**src/rtl/fpx_pkg.sv**
```systemverilog
package fpx_pkg;
  localparam int unsigned NUM_EVT  = 5;   // inexact, underflow, overflow, divzero, invalid
  localparam int unsigned NUM_MAY  = 3;   // inexact, underflow, overflow
  localparam int unsigned CAUSE_W  = NUM_EVT + 1;
  localparam int unsigned CSR_W    = 32;
  localparam int unsigned CAUSE_LSB = 0;
  localparam int unsigned FLAG_LSB  = 8;
  localparam int unsigned EN_LSB    = 16;
  localparam int unsigned RZ_BIT    = 24;
  localparam int unsigned DN_BIT    = 25;
  localparam int unsigned IDX_I = 0;
  localparam int unsigned IDX_U = 1;
  localparam int unsigned IDX_O = 2;
  localparam int unsigned IDX_Z = 3;
  localparam int unsigned IDX_V = 4;

  typedef enum logic [1:0] {
    CLS_ARITH  = 2'd0,
    CLS_DIVIDE = 2'd1,
    CLS_MATRIX = 2'd2,
    CLS_OTHER  = 2'd3
  } opClass_e;

  typedef enum logic [1:0] {
    SUB_PASS = 2'd0,
    SUB_QNAN = 2'd1,
    SUB_INF  = 2'd2,
    SUB_MAXN = 2'd3
  } subst_e;

  typedef struct packed {
    logic                 take;
    logic                 trap;
    subst_e               subst;
    logic [CAUSE_W-1:0]   cause;
    logic [NUM_EVT-1:0]   flagSet;
  } ctrlStrb_t;
endpackage

```
**src/rtl/fpx_ctrl.sv**
```systemverilog
module fpx_ctrl
  import fpx_pkg::*;
(
  input  logic               opValid,
  input  logic [1:0]         opClass,
  input  logic               evtDenorm,
  input  logic [NUM_EVT-1:0] evt,
  input  logic [NUM_MAY-1:0] may,
  input  logic [NUM_EVT-1:0] enables,
  input  logic               modeRz,
  input  logic               modeDn,
  output ctrlStrb_t          strb
);
  logic               errEvt;
  logic [NUM_EVT-1:0] trapVec;
  subst_e             substSel;

  assign errEvt = evtDenorm && !modeDn;

  // possibility-based traps for inexact, underflow, overflow
  for (genvar gi = 0; gi < NUM_MAY; gi++) begin : g_mayTrap
    assign trapVec[gi] = enables[gi] && may[gi];
  end
  assign trapVec[IDX_Z] = enables[IDX_Z] && evt[IDX_Z];
  assign trapVec[IDX_V] = enables[IDX_V] &&
                          (evt[IDX_V] || (opClass == CLS_MATRIX));

  always_comb begin
    if (evt[IDX_V])      substSel = SUB_QNAN;
    else if (evt[IDX_Z]) substSel = SUB_INF;
    else if (evt[IDX_O]) substSel = modeRz ? SUB_MAXN : SUB_INF;
    else                 substSel = SUB_PASS;
  end

  always_comb begin
    strb.take    = opValid;
    strb.trap    = errEvt || (|trapVec);
    strb.subst   = substSel;
    strb.cause   = {errEvt, evt};
    strb.flagSet = evt;
  end
endmodule

```
**src/rtl/fpx_dpath.sv**
```systemverilog
module fpx_dpath
  import fpx_pkg::*;
#(
  parameter int unsigned EXP_W  = 8,
  parameter int unsigned FRAC_W = 23,
  localparam int unsigned DATA_W = 1 + EXP_W + FRAC_W,
  parameter logic [DATA_W-1:0] QNAN = 32'h7FC0_0000
) (
  input  logic               clk,
  input  logic               rstN,
  input  ctrlStrb_t          strb,
  input  logic               resSign,
  input  logic [DATA_W-1:0]  resIn,
  input  logic               csrWe,
  input  logic [CSR_W-1:0]   csrWdata,
  output logic [CSR_W-1:0]   csrRdata,
  output logic [NUM_EVT-1:0] enables,
  output logic               modeRz,
  output logic               modeDn,
  output logic               trapReq,
  output logic               wbEn,
  output logic [DATA_W-1:0]  wbData
);
  localparam logic [EXP_W-1:0]  EXP_ONES = '1;
  localparam logic [EXP_W-1:0]  EXP_MAX  = {{(EXP_W-1){1'b1}}, 1'b0};
  localparam logic [FRAC_W-1:0] FRAC_ONES = '1;

  logic [CAUSE_W-1:0] causeQ;
  logic [NUM_EVT-1:0] flagQ;
  logic [NUM_EVT-1:0] enQ;
  logic               rzQ, dnQ;
  logic [DATA_W-1:0]  substVal;

  always_comb begin
    csrRdata = '0;
    csrRdata[CAUSE_LSB +: CAUSE_W] = causeQ;
    csrRdata[FLAG_LSB  +: NUM_EVT] = flagQ;
    csrRdata[EN_LSB    +: NUM_EVT] = enQ;
    csrRdata[RZ_BIT] = rzQ;
    csrRdata[DN_BIT] = dnQ;
  end

  assign enables = enQ;
  assign modeRz  = rzQ;
  assign modeDn  = dnQ;

  always_ff @(posedge clk) begin
    if (!rstN) begin
      causeQ <= '0;
      flagQ  <= '0;
      enQ    <= '0;
      rzQ    <= 1'b0;
      dnQ    <= 1'b0;
    end else if (csrWe) begin
      causeQ <= csrWdata[CAUSE_LSB +: CAUSE_W];
      flagQ  <= csrWdata[FLAG_LSB  +: NUM_EVT];
      enQ    <= csrWdata[EN_LSB    +: NUM_EVT];
      rzQ    <= csrWdata[RZ_BIT];
      dnQ    <= csrWdata[DN_BIT];
    end else if (strb.take) begin
      causeQ <= strb.cause;
      flagQ  <= flagQ | strb.flagSet;
    end
  end

  always_comb begin
    unique case (strb.subst)
      SUB_QNAN: substVal = QNAN;
      SUB_INF:  substVal = {resSign, EXP_ONES, {FRAC_W{1'b0}}};
      SUB_MAXN: substVal = {resSign, EXP_MAX, FRAC_ONES};
      default:  substVal = resIn;
    endcase
  end

  always_ff @(posedge clk) begin
    if (!rstN) begin
      trapReq <= 1'b0;
      wbEn    <= 1'b0;
      wbData  <= '0;
    end else begin
      trapReq <= strb.take && strb.trap;
      wbEn    <= strb.take && !strb.trap;
      if (strb.take) wbData <= substVal;
    end
  end

  a_r8_exclusive: assert property (@(posedge clk) disable iff (!rstN)
    !(trapReq && wbEn));

  a_r3_flags_sticky: assert property (@(posedge clk) disable iff (!rstN)
    !$past(csrWe) |-> (($past(flagQ) & ~flagQ) == '0));

  a_r3_idle_hold: assert property (@(posedge clk) disable iff (!rstN)
    (!$past(csrWe) && !$past(strb.take)) |-> $stable(csrRdata));

  a_r13_sw_wins: assert property (@(posedge clk) disable iff (!rstN)
    $past(csrWe) |-> (csrRdata[FLAG_LSB +: NUM_EVT] ==
                      $past(csrWdata[FLAG_LSB +: NUM_EVT])));
endmodule

```
**src/rtl/fpx_trap_ctrl.sv**
```systemverilog
module fpx_trap_ctrl
  import fpx_pkg::*;
#(
  parameter int unsigned EXP_W  = 8,
  parameter int unsigned FRAC_W = 23,
  parameter logic [31:0] QNAN   = 32'h7FC0_0000
) (
  input  logic        clk,
  input  logic        rstN,
  input  logic        opValid,
  input  logic [1:0]  opClass,
  input  logic        evtDenorm,
  input  logic        evtInvalid,
  input  logic        evtDivZero,
  input  logic        evtOverflow,
  input  logic        evtUnderflow,
  input  logic        evtInexact,
  input  logic        mayOverflow,
  input  logic        mayUnderflow,
  input  logic        mayInexact,
  input  logic        resSign,
  input  logic [31:0] resIn,
  input  logic        csrWe,
  input  logic [31:0] csrWdata,
  output logic [31:0] csrRdata,
  output logic        trapReq,
  output logic        wbEn,
  output logic [31:0] wbData
);
  ctrlStrb_t          strb;
  logic [NUM_EVT-1:0] enables;
  logic               modeRz, modeDn;
  logic [NUM_EVT-1:0] evtVec;
  logic [NUM_MAY-1:0] mayVec;

  assign evtVec = {evtInvalid, evtDivZero, evtOverflow, evtUnderflow, evtInexact};
  assign mayVec = {mayOverflow, mayUnderflow, mayInexact};

  fpx_ctrl u_ctrl (
    .opValid  (opValid),
    .opClass  (opClass),
    .evtDenorm(evtDenorm),
    .evt      (evtVec),
    .may      (mayVec),
    .enables  (enables),
    .modeRz   (modeRz),
    .modeDn   (modeDn),
    .strb     (strb)
  );

  fpx_dpath #(.EXP_W(EXP_W), .FRAC_W(FRAC_W), .QNAN(QNAN)) u_dpath (
    .clk     (clk),
    .rstN    (rstN),
    .strb    (strb),
    .resSign (resSign),
    .resIn   (resIn),
    .csrWe   (csrWe),
    .csrWdata(csrWdata),
    .csrRdata(csrRdata),
    .enables (enables),
    .modeRz  (modeRz),
    .modeDn  (modeDn),
    .trapReq (trapReq),
    .wbEn    (wbEn),
    .wbData  (wbData)
  );

  a_r4_error_unmaskable: assert property (@(posedge clk) disable iff (!rstN)
    (opValid && evtDenorm && !csrRdata[DN_BIT]) |=> trapReq);

  a_r5_matrix_trap: assert property (@(posedge clk) disable iff (!rstN)
    (opValid && opClass == CLS_MATRIX && csrRdata[EN_LSB + IDX_V]) |=> trapReq);

  a_r7_may_overflow: assert property (@(posedge clk) disable iff (!rstN)
    (opValid && mayOverflow && csrRdata[EN_LSB + IDX_O]) |=> trapReq);

  a_r8_one_outcome: assert property (@(posedge clk) disable iff (!rstN)
    opValid |=> (trapReq ^ wbEn));

  a_r8_quiet_idle: assert property (@(posedge clk) disable iff (!rstN)
    !opValid |=> (!trapReq && !wbEn));
endmodule

```
**config.mk**
```make
export PLATFORM = sky130hd
export DESIGN_NAME = fpx_trap_ctrl
export DESIGN_NICKNAME = d
export VERILOG_FILES = /design/src/rtl/fpx_pkg.sv /design/src/rtl/fpx_ctrl.sv /design/src/rtl/fpx_dpath.sv /design/src/rtl/fpx_trap_ctrl.sv
export SDC_FILE = /design/constraint.sdc
export NUM_CORES = 1
export LEC_CHECK = 0
export BUFFER_PORTS_ARGS = -buffer_cell sky130_fd_sc_hd__clkbuf_2
export CAP_MARGIN = 40
export CORE_AREA = 8 8 93 79
export DETAILED_ROUTE_END_ITERATION = 7
export DIE_AREA = 0 0 101 87
export HOLD_SLACK_MARGIN = 0.12
export PLACE_DENSITY = 0.75
export SLEW_MARGIN = 20
export SYNTH_ARGS = -nofsm -noshare
export SYNTH_HDL_FRONTEND = slang
export SYNTH_SLANG_ARGS = --single-unit
```
**constraint.sdc**
```tcl
create_clock -name clk -period 2.1 [get_ports clk]
set_clock_uncertainty 0.1 [all_clocks]
set_input_delay 0.42 -clock clk [delete_from_list [all_inputs] [get_ports clk]]
set_output_delay 0.42 -clock clk [all_outputs]
set_load 0.005 [all_outputs]
```
**After elaboration in Yosys (flattened, before gate mapping)**

Index checks and enable logic that the tools add are counted.

- Muxes and demuxes: 9
- Equal/unequal tests: 4
- Reductions and logical operators: 14
- Bitwise logic cells: 1

Operators with widths:

| cell | number |
|---|---|
| 32-bit one-hot mux with 3 select lines | 1 |
| 6-bit 2-to-1 mux | 2 |
| 5-bit 2-to-1 mux | 2 |
| 1-bit logical AND | 8 |
| 2-bit equality test, second input constant | 3 |
| 2-bit 2-to-1 mux | 3 |
| 5-bit bitwise OR | 1 |
| 5-bit OR reduction | 1 |
| 2-bit by 1-bit equality test with 1-bit output, second input constant | 1 |
| 1-bit zero test | 2 |
| 1-bit logical OR | 2 |
| 2-bit nonzero test | 1 |
| 1-bit 2-to-1 mux | 1 |

- Word-level logic and storage cells: 36
- Output and inout port bits: 66
- Bits in registers: 52

**Longest topological paths before layout**

Gate-level depths: netlist of the first run.

- Depth after elaboration: 7
- Mapped depth: 7
- Mapped depth without buffers: 7

**Modules after synthesis**

From an unflattened synthesis of the first run, not the netlist that was laid out.

- Cell total of the unflattened synthesis: 263
- Area, all modules: 2392.3 um^2

Modules (own cells, without submodules):

| module | cells an instance | area an instance (um^2) | times used |
|---|---|---|---|
| fpx_dpath | 241 | 2230.9 | 1 |
| fpx_ctrl | 22 | 161.4 | 1 |

**Worst setup path before layout of the first run**

No wires, ideal clock.

- Path type: input port to flip-flop
- From: input port evtDivZero
- To: register u_dpath.wbData[0]
- Required time: 1.926 ns
- Path slack: 0.474 ns
- Stages on the path: 7
- Arrival: 1.452 ns
- Cell sequence: and3b_1 -> nor2_1 -> ha_1 -> buf_6 -> nand2b_4 -> buf_6 -> a31oi_1

- Cells in the longest elaborated chain, start to end: 4
- Elaborated cells on any way between the ends: 6

RTL lines:

| element | line | text |
|---|---|---|
| start, declared | fpx_trap_ctrl.sv:14 | `input logic evtDivZero,` |
| 2-bit 2-to-1 mux * | fpx_ctrl.sv:30 | `else if (evt[IDX_Z]) substSel = SUB_INF;` |
| 2-bit 2-to-1 mux * | fpx_ctrl.sv:29 | `if (evt[IDX_V]) substSel = SUB_QNAN;` |
| 2-bit equality test or 2-bit by 1-bit equality test with 1-bit output (tied branches) | fpx_dpath.sv:67 | `unique case (strb.subst)` |
| 32-bit one-hot mux with 3 select lines * | fpx_dpath.sv:67 |  |
| end signal, assigned | fpx_dpath.sv:83 | `if (strb.take) wbData <= substVal;` |
| end, declared | fpx_dpath.sv:22 | `output logic [DATA_W-1:0] wbData` |

Every way passes the cells marked *; elsewhere a longest branch is shown, timed or not.
A chain may end at the register's enable or synchronous reset.

**Worst setup path in the final report of the first run**

- From: register u_dpath.rzQ (netlist: u_dpath.modeRz)
- To: register u_dpath.wbData[31]

- Cells in the longest elaborated chain, start to end: 6
- Elaborated cells on any way between the ends: 8

RTL lines:

| element | line | text |
|---|---|---|
| start, declared | fpx_dpath.sv:31 | `logic rzQ, dnQ;` |
| start signal, assigned | fpx_dpath.sv:58 | `rzQ <= csrWdata[RZ_BIT];` |
| 1-bit 2-to-1 mux * | fpx_ctrl.sv:31 | `else if (evt[IDX_O]) substSel = modeRz ? SUB_MAXN : SUB_INF;` |
| 2-bit 2-to-1 mux * | fpx_ctrl.sv:31 |  |
| 2-bit 2-to-1 mux * | fpx_ctrl.sv:30 |  |
| 2-bit 2-to-1 mux * | fpx_ctrl.sv:29 |  |
| 2-bit equality test or 2-bit by 1-bit equality test with 1-bit output (tied branches) | fpx_dpath.sv:67 |  |
| 32-bit one-hot mux with 3 select lines * | fpx_dpath.sv:67 |  |

Marked as above.

==> impl_metrics.json, run 1 <==
{
  "synth-xor-area-share_pct": 0,
  "holdBufCountCts": 0,
  "async_reset_ff_share_pct": 0,
  "outcome": "completed",
  "grt-busiest-layer": "met2",
  "intPower_w": 0.00146,
  "cts_buffers": 5,
  "h-tree-depth": 2,
  "postRouteAntennaNets": 0,
  "fp-row-count": 26,
  "crit_path_top_delay_cell": "dfxtp_1",
  "final_cell_mix": "clkbuf_2 (117), dfxtp_1 (52), o21ai_0 (32), nand2_1 (25), a31oi_1 (22)",
  "switching_power_w": 0.000521,
  "vias": 2069,
  "grt_usage_pct": 13.7,
  "end_kind": "flop",
  "synth_top_flop_cell": "dfxtp_1",
  "routabilityCongestion": 0.723,
  "max-clock-path-buffers": 2,
  "p_seq_share_pct": 55.2,
  "synth-seq-area-share_pct": 46.2,
  "clkPwrFrac_pct": 27.3,
  "ir_drop_uv": 286,
  "critPathKind": "reg2reg",
  "grt_first_pass_wirelength_um": 9740,
  "hold_violations": 0,
  "post_cts_buffers": 0,
  "finalHoldWorstSlack_ps": 267,
  "synth_area_sq_um": 2250,
  "viasPerCell": 4.79,
  "synth-seq-cells": 52,
  "avgSynthCellArea_sq_um": 9.31,
  "hp-class": "in2reg",
  "synthCells": 242,
  "met2_usage_pct": 23.4,
  "critPathLaunchType": "flop",
  "p_leak_nw": 1.40,
  "yosys.area_share.simple_pct": 10.1,
  "worstPathCellList": "and3b_1 -> nor2_1 -> ha_1 -> buf_4 -> nand2_1 -> o21a_1 -> a21oi_1",
  "grt_setup_unrepaired": "no",
  "fp.coreArea_sq_um": 5990,
  "max_slew.worst_pin.slew_ps": 662,
  "cts_resized": 0,
  "synth_top_family_by_area": "compound AO/OA/AOI/OAI gates",
  "max_cap_viol_count": 0,
  "min_period_ps": 1790,
  "drt_iter0_markers": 82,
  "clock_latency_ps": 290,
  "post-dp-hpwl_um": 4660,
  "arrival_ps": 1920,
  "slew_viol_final": 0,
  "nFillCells": 593,
  "comb_power_share_pct": 17.5,
  "antenna_found_initial": 0,
  "grt_use_met3_pct": 5.51,
  "die-area_sq_um": 8790,
  "clock-sinks": 52,
  "yosysWarnings": 0,
  "num_antenna_cells": 0,
  "first_pass_iters": 4,
  "final_common_cell": "clkbuf_2",
  "drc": 0,
  "gr-usage-met1_pct": 15.4,
  "fin_nets": 431,
  "min_period_over_period_pct": 85.4,
  "clock-root-buffer": "clkbuf_8",
  "wl_um": 6120,
  "die-height_um": 87,
  "max_stage_delay_ps": 340,
  "final_area_sq_um": 2870,
  "final.setup.tns_ps": 0,
  "clk_pin_slew_worst_paths_ps": 90,
  "portBuffers": 117,
  "fmax_ghz": 0.557,
  "cp.required_ps": 2230,
  "ys_types": 32,
  "synth_adder_area_share_pct": 1.67,
  "switching_share_pct": 26.4,
  "muxShareOfSynthArea_pct": 6.22,
  "synth_compound_area_share_pct": 23.7,
  "grt_pass1_vias": 2101,
  "wire_per_inst_um": 14.2,
  "setup_violations": 0,
  "slew_headroom_pct": 55.9,
  "initial_core_util_pct": 37.6,
  "drive_gt1_share_pct": 40.8,
  "syn_to_final_growth_pct": 27.3,
  "synth-edff-count": 0,
  "tritoncts": "built",
  "placed_area_sq_um": 2790,
  "overflow": 0,
  "p_per_area_nw_per_um2": 689,
  "path_buf_inv": 1,
  "critPathTopFamily": "simple AND/OR/NAND/NOR gates",
  "cp_max_fo": 18,
  "grt_max_degree": 55,
  "pin_count": 146,
  "die_x_um": 101
}
-- routing by layer --
metal  part of all wire [%]  vias to the layer above
li1                       -                     1036
met1                     42                      940
met2                     47                       87
met3                     10                        6
met4                    1.0                        0
met5                      0                        -
-- metrics by stage --
step | setup WS, ps | cells | total power, W | utilization [%]
floorplan | 474 | 255 | 0.00132 | -
global placement | 161 | 425 | 0.00145 | 46.6
detailed placement | 104 | 425 | 0.00147 | 46.6
CTS | 276 | 432 | 0.00201 | 47.9
global route | 153 | 432 | 0.00209 | 47.9
finish | 306 | 432 | 0.00198 | 47.9
-- synthesized netlist by cell type, drive strengths merged, types with 2 or more instances --
library cell,n,share of area [%]
nor2,2,0.33
a21oi,17,3.8
nand2,26,4.4
o21ai,35,7.8
clkbuf,3,0.61
dfxtp,52,46
a31oi,22,6.1
mux2i,14,6.2
o21a,2,0.67
buf,34,11
o221a,7,3.5
nor2b,9,2.5
inv,3,0.50
ha,3,1.7
a22oi,2,0.67
-- cell families (layout without fill, tap and decap cells) --
| kind of cell | Yosys count | in the layout |
|---|---|---|
| compound gates | 88 | 88 |
| fa+ha+maj | 3 | 3 |
| buf+inv | 40 | 133 |
| flops | 52 | 52 |
| mux | 14 | 14 |
| other cells | 1 | 14 |
| simple gates | 44 | 44 |
-- state kept, by name, indices dropped and copies added (netlist names) --
register / count
u_dpath.wbData: 32
u_dpath.enables: 5
u_dpath.flagQ: 5
u_dpath.wbEn: 1
u_dpath.trapReq: 1
u_dpath.causeQ: 6
u_dpath.modeRz: 1
u_dpath.modeDn: 1
-- power groups by stage --
stage          Sequential, W  Combinational (W)  Clock [W]
2_1_floorplan        0.00112           0.000204          0
3_3_place_gp         0.00111           0.000344          0
6_report             0.00109           0.000347   0.000540
3_5_place_dp         0.00111           0.000352          0
4_1_cts              0.00109           0.000353   0.000564
5_1_grt              0.00110           0.000391   0.000602
-- final timing paths --
check / start / end / slack (ps) / cells past startpoint
min: resIn[9] / u_dpath.wbData[9]$_SDFFE_PN0P_ / 270 / 3
min reg2reg: u_dpath.wbData[23]$_SDFFE_PN0P_ / u_dpath.wbData[23]$_SDFFE_PN0P_ / 390 / 1
max reg2reg: u_dpath.modeRz$_SDFFE_PN0P_ / u_dpath.wbData[31]$_SDFFE_PN0P_ / 310 / 7
max: u_dpath.modeRz$_SDFFE_PN0P_ / u_dpath.wbData[31]$_SDFFE_PN0P_ / 310 / 7
-- area by class of cell --
| cell class | count | area [sq um] | share of cell area [%] |
|---|---|---|---|
| timing repair buffer | 123 | 643 | 22.4 |
| sequential | 52 | 1040 | 36.3 |
| inverter | 3 | 11.3 | 0.392 |
| tap | 84 | 105 | 3.66 |
| clock buffer | 6 | 72.6 | 2.53 |
| multi-input combinational | 163 | 991 | 34.5 |
| clock inverter | 1 | 5.00 | 0.174 |
-- tightest hold or removal path, stage by stage --
cell and delay [ps]:
clkbuf_2 80, nand2_1 50, a31oi_1 70
No activity file was read; power rests on OpenSTA's default activity.
==> run 2, diff against run 1 <==
CTS_BUF_LIST = sky130_fd_sc_hd__clkbuf_16   (was not set)
==> run 2 against run 1 <==
Flip-flop and latch count is the same; critical path depth unchanged; sequential power hardly changed; die area did not move; first-iteration DRC count unchanged; setup slack improved by 7.6 ps; worst hold slack improved by 18 ps; critical endpoint unchanged; largest cell class unchanged; largest power group unchanged.
==> impl_metrics.json, run 2 (synthesis results as in run 1) <==
{
  "outcome": "completed",
  "drive_gt1_share_pct": 40.8,
  "antenna_found_initial": 0,
  "final_cell_mix": "clkbuf_2 (117), dfxtp_1 (52), o21ai_0 (32), nand2_1 (25), a31oi_1 (22)",
  "tritoncts": "built",
  "min_period_ps": 1790,
  "p_seq_share_pct": 49.5,
  "switching_share_pct": 24.9,
  "slew_viol_final": 0,
  "max_stage_delay_ps": 330,
  "comb_power_share_pct": 15.7,
  "r2r_start": "u_dpath.modeRz$_SDFFE_PN0P_",
  "cts_resized": 0,
  "setup_slack_ps": 313,
  "routabilityCongestion": 0.723,
  "holdBufCountCts": 0,
  "drt_iter0_markers": 82,
  "p_per_area_nw_per_um2": 755,
  "finalHoldWorstSlack_ps": 285,
  "worstPathCellList": "and3b_1 -> nor2_1 -> ha_1 -> buf_4 -> nand2_1 -> o21a_1 -> a21oi_1",
  "num_antenna_cells": 0,
  "hold_violations": 0,
  "crit_path_top_delay_cell": "dfxtp_1",
  "die_x_um": 101,
  "wl_um": 6190,
  "fin_nets": 431,
  "grt_pass1_vias": 2095,
  "clkPwrFrac_pct": 34.8,
  "ir_drop_uv": 340,
  "grt_max_degree": 55,
  "dp_slack_ps": 104,
  "hold_depth": 3,
  "arrival_ps": 1900,
  "timing.rr.end": "u_dpath.wbData[31]$_SDFFE_PN0P_",
  "post-dp-hpwl_um": 4660,
  "post_cts_buffers": 0,
  "hp-class": "in2reg",
  "drc": 0,
  "regToRegSetupSlack_ps": 310,
  "grt_usage_pct": 13.8,
  "min_period_over_period_pct": 85.1,
  "largest_reg_flops": 32,
  "end_kind": "flop",
  "nFillCells": 589,
  "p_leak_nw": 1.43,
  "cts_buffers": 5,
  "clock-sinks": 52,
  "critPathKind": "reg2reg",
  "critPathLaunchType": "flop",
  "intPower_w": 0.00166,
  "cp.required_ps": 2210,
  "max_slew.worst_pin.slew_ps": 661,
  "regMostFlops": "u_dpath.wbData",
  "top_regs": "u_dpath.wbData (32), u_dpath.causeQ (6)",
  "overflow": 0,
  "initial_core_util_pct": 37.6,
  "postRouteAntennaNets": 0,
  "grt_setup_unrepaired": "no",
  "grt_first_pass_wirelength_um": 9760,
  "final_util_pct": 48.9,
  "max_cap_viol_count": 0,
  "min_from": "resIn[9]",
  "fp.coreArea_sq_um": 5990,
  "first_pass_iters": 4,
  "final_common_cell": "clkbuf_2",
  "die-height_um": 87,
  "worst-r2r-cell-count": 7,
  "setup_violations": 0,
  "die-area_sq_um": 8790,
  "viasPerCell": 4.76,
  "max-clock-path-buffers": 2,
  "pin_count": 146,
  "clock_latency_ps": 280,
  "cp_max_fo": 18,
  "fp-row-count": 26,
  "fmax_ghz": 0.560,
  "final.setup.tns_ps": 0,
  "min_to": "u_dpath.wbData[9]$_SDFFE_PN0P_",
  "clk_pin_slew_worst_paths_ps": 70,
  "syn_to_final_growth_pct": 29.8,
  "portBuffers": 117,
  "slew_headroom_pct": 55.9,
  "clock-root-buffer": "clkbuf_16",
  "h-tree-depth": 2,
  "vias": 2055,
  "wire_per_inst_um": 14.3,
  "switching_power_w": 0.000550
}
==> run 2: cell count changes in the layout (fill, tap and decap cells not counted), sizes merged <==
cell,delta
clkbuf,-1
inv,+1
==> run 2: worst max path at each step <==
stage | start | end | depth (start not counted)
2_1_floorplan | evtDivZero | u_dpath.wbData[0]$_SDFFE_PN0P_ | 7
6_report | u_dpath.modeRz$_SDFFE_PN0P_ | u_dpath.wbData[31]$_SDFFE_PN0P_ | 7
3_3_place_gp | evtOverflow | u_dpath.wbData[31]$_SDFFE_PN0P_ | 8
3_5_place_dp | evtOverflow | u_dpath.wbData[31]$_SDFFE_PN0P_ | 8
4_1_cts | u_dpath.modeRz$_SDFFE_PN0P_ | u_dpath.wbData[31]$_SDFFE_PN0P_ | 7
5_1_grt | u_dpath.modeRz$_SDFFE_PN0P_ | u_dpath.wbData[31]$_SDFFE_PN0P_ | 7
==> run 2: area by class of cell <==
type | instances | area (sq um) | area share, %
Clock inverter | 2 | 8.76 | 0.299
Inverter | 3 | 11.3 | 0.385
Clock buffer | 5 | 125 | 4.28
Tap cell | 84 | 105 | 3.59
Multi-Input combinational cell | 163 | 991 | 33.9
Timing Repair Buffer | 123 | 643 | 22.0
Sequential cell | 52 | 1040 | 35.6
==> run 2: routing by layer <==
layer  global-route usage (%)  vias up  share of wire, %
li1                         -     1037                 -
met1                     15.5      931                42
met2                     23.4       78                46
met3                     5.51        9               9.9
met4                     4.45        0               1.5
met5                        0        -                 0
==> run 2: metrics by stage <==
stage,std cells,power [W],area (sq um)
after floorplan,255,0.00132,2300
after global placement,425,0.00145,2790
after detailed placement,425,0.00147,2790
after CTS,432,0.00224,2930
after global routing,432,0.00232,2930
final,432,0.00221,2930
==> run 2: power groups by stage <==
stage / sequential [W] / clock, W / combinational [W]
2_1_floorplan: 0.00112 / 0 / 0.000204
3_3_place_gp: 0.00111 / 0 / 0.000344
3_5_place_dp: 0.00111 / 0 / 0.000352
4_1_cts: 0.00109 / 0.000790 / 0.000353
5_1_grt: 0.00110 / 0.000831 / 0.000392
6_report: 0.00109 / 0.000769 / 0.000348
==> run 2: critical path, delay by kind of cell (launching register included) <==
family | cells | cell delay (ps)
buffers and inverters | 1 | 270
AO/OA/AOI/OAI | 2 | 230
adder cells (fa/ha/maj) | 1 | 310
AND/OR/NAND/NOR | 3 | 480
flip-flops | 1 | 330
==> run 3, diff against run 2 <==
BUFFER_PORTS_ARGS = not set   (was -buffer_cell sky130_fd_sc_hd__clkbuf_2)
DONT_BUFFER_PORTS = 1   (was not set)
PLACE_DENSITY = not set   (was 0.75)
==> run 3 against run 2 <==
Fmax up 1.3%; flip-flop and latch count did not move; sequential power hardly changed; core utilization decreased by 11 points; non-clock buffer count decreased by 121; first-iteration DRC count shrank 41%; power is 9.0% lower; clock power fell by 4.8%; global-route usage is 2.1 points lower; highest routed layer unchanged; setup slack improved by 23 ps.
==> impl_metrics.json, run 3 (synthesis results as in run 1) <==
{
  "tritoncts": "built",
  "routabilityCongestion": 0.698,
  "final_common_cell": "dfxtp_1",
  "critPathLaunchType": "flop",
  "final_area_sq_um": 2290,
  "post-dp-hpwl_um": 3950,
  "grt_usage_pct": 11.7,
  "cts_buffers": 5,
  "holdBufCountCts": 0,
  "cts_resized": 0,
  "viasPerCell": 5.25,
  "clock-root-buffer": "clkbuf_16",
  "regMostFlops": "u_dpath.wbData",
  "grt_max_degree": 71,
  "antenna_found_initial": 0,
  "worstPathCellList": "and3b_1 -> nor2_1 -> ha_1 -> buf_4 -> nand2_2 -> o221a_2",
  "ir_drop_uv": 304,
  "nFillCells": 645,
  "grt_setup_unrepaired": "no",
  "syn_to_final_growth_pct": 1.55,
  "grt_first_pass_wirelength_um": 8180,
  "outcome": "completed",
  "drt_iter0_markers": 48,
  "num_antenna_cells": 0,
  "drc": 0,
  "hold_depth": 1,
  "dp_slack_ps": 281,
  "first_pass_iters": 4,
  "max_cap_viol_count": 0,
  "arrival_ps": 1830,
  "min_period_ps": 1760,
  "slew_viol_final": 0,
  "final.setup.tns_ps": 0,
  "critPathTopFamily": "simple AND/OR/NAND/NOR gates",
  "max_stage_delay_ps": 350,
  "postRouteAntennaNets": 0,
  "fp-row-count": 26,
  "wl_um": 5480,
  "cp.required_ps": 2170,
  "finalPower_w": 0.00201,
  "cp_num_cells": 6,
  "p_leak_nw": 0.892,
  "min_period_over_period_pct": 84.0,
  "fmax_ghz": 0.567,
  "clock_latency_ps": 280,
  "final_cell_count_no_fill": 309,
  "final_cell_mix": "dfxtp_1 (52), o21ai_0 (32), nand2_1 (25), a31oi_1 (22), a21oi_1 (17)",
  "vias": 1623,
  "top_regs": "u_dpath.wbData (32), u_dpath.causeQ (6)",
  "placed_area_sq_um": 2160,
  "cp_max_fo": 10,
  "setup_violations": 0,
  "die-area_sq_um": 8790,
  "initial_core_util_pct": 37.6,
  "post_cts_buffers": 0,
  "clock-sinks": 52,
  "h-tree-depth": 2,
  "p_per_area_nw_per_um2": 878,
  "dp.cells": 304,
  "die-height_um": 87,
  "crit_path_top_delay_cell": "dfxtp_1",
  "critPathKind": "reg2reg",
  "end_kind": "flop",
  "grt_pass1_vias": 1613,
  "worst-r2r-cell-count": 6,
  "largest_reg_flops": 32,
  "fp.coreArea_sq_um": 5990,
  "clk_pin_slew_worst_paths_ps": 60,
  "path_buf_inv": 1,
  "portBuffers": 0,
  "fin_nets": 310,
  "drive_gt1_share_pct": 8.89,
  "die_x_um": 101,
  "setup_slack_ps": 336,
  "hp-class": "in2reg",
  "wire_per_inst_um": 17.7,
  "max-clock-path-buffers": 2,
  "hold_violations": 0,
  "pin_count": 146,
  "overflow": 0
}
## run 3: cell count changes in the layout (fill, tap and decap cells not counted)
| cell | delta |
|---|---|
| buf_12 | -1 |
| buf_4 | -3 |
| clkbuf_2 | -117 |
| clkinv_2 | -1 |
| inv_1 | -1 |
## run 3: layer usage
metal,vias to the layer above,GRT usage (%),routed length [um]
met5,-,0,0
met4,0,3.64,42
met3,5,7.59,800
met2,76,17.4,2380
met1,745,13.3,2250
li1,797,-,-
## run 3: layout make-up
| class | instances | area, sq um | area share, % |
|---|---|---|---|
| Clock buffer | 5 | 125 | 5.47 |
| Multi-Input combinational cell | 163 | 991 | 43.3 |
| Inverter | 3 | 11.3 | 0.492 |
| Sequential cell | 52 | 1040 | 45.5 |
| Tap cell | 84 | 105 | 4.59 |
| Timing Repair Buffer | 2 | 15.0 | 0.656 |
## run 3: final timing paths
check | to | slack [ps] | start
setup / recovery | u_dpath.wbData[26]$_SDFFE_PN0P_ | 340 | u_dpath.modeRz$_SDFFE_PN0P_
hold / removal | u_dpath.wbData[5]$_SDFFE_PN0P_ | 130 | opValid
setup reg to reg | u_dpath.wbData[26]$_SDFFE_PN0P_ | 340 | u_dpath.modeRz$_SDFFE_PN0P_
hold reg to reg | u_dpath.wbData[23]$_SDFFE_PN0P_ | 430 | u_dpath.wbData[23]$_SDFFE_PN0P_
## run 3: report_power, final
part	total, W	internal, W	switching, W
combinational	0.000160	0.0000809	0.0000795
sequential	0.00112	0.00106	0.0000576
clock	0.000732	0.000421	0.000311
## run 3: per-stage QoR
step           util [%]  hold WS, ps
2_1_floorplan         -          377
3_3_place_gp       36.1          420
3_5_place_dp       36.1          426
4_1_cts            38.2          128
5_1_grt            38.2          124
6_report           38.2          134
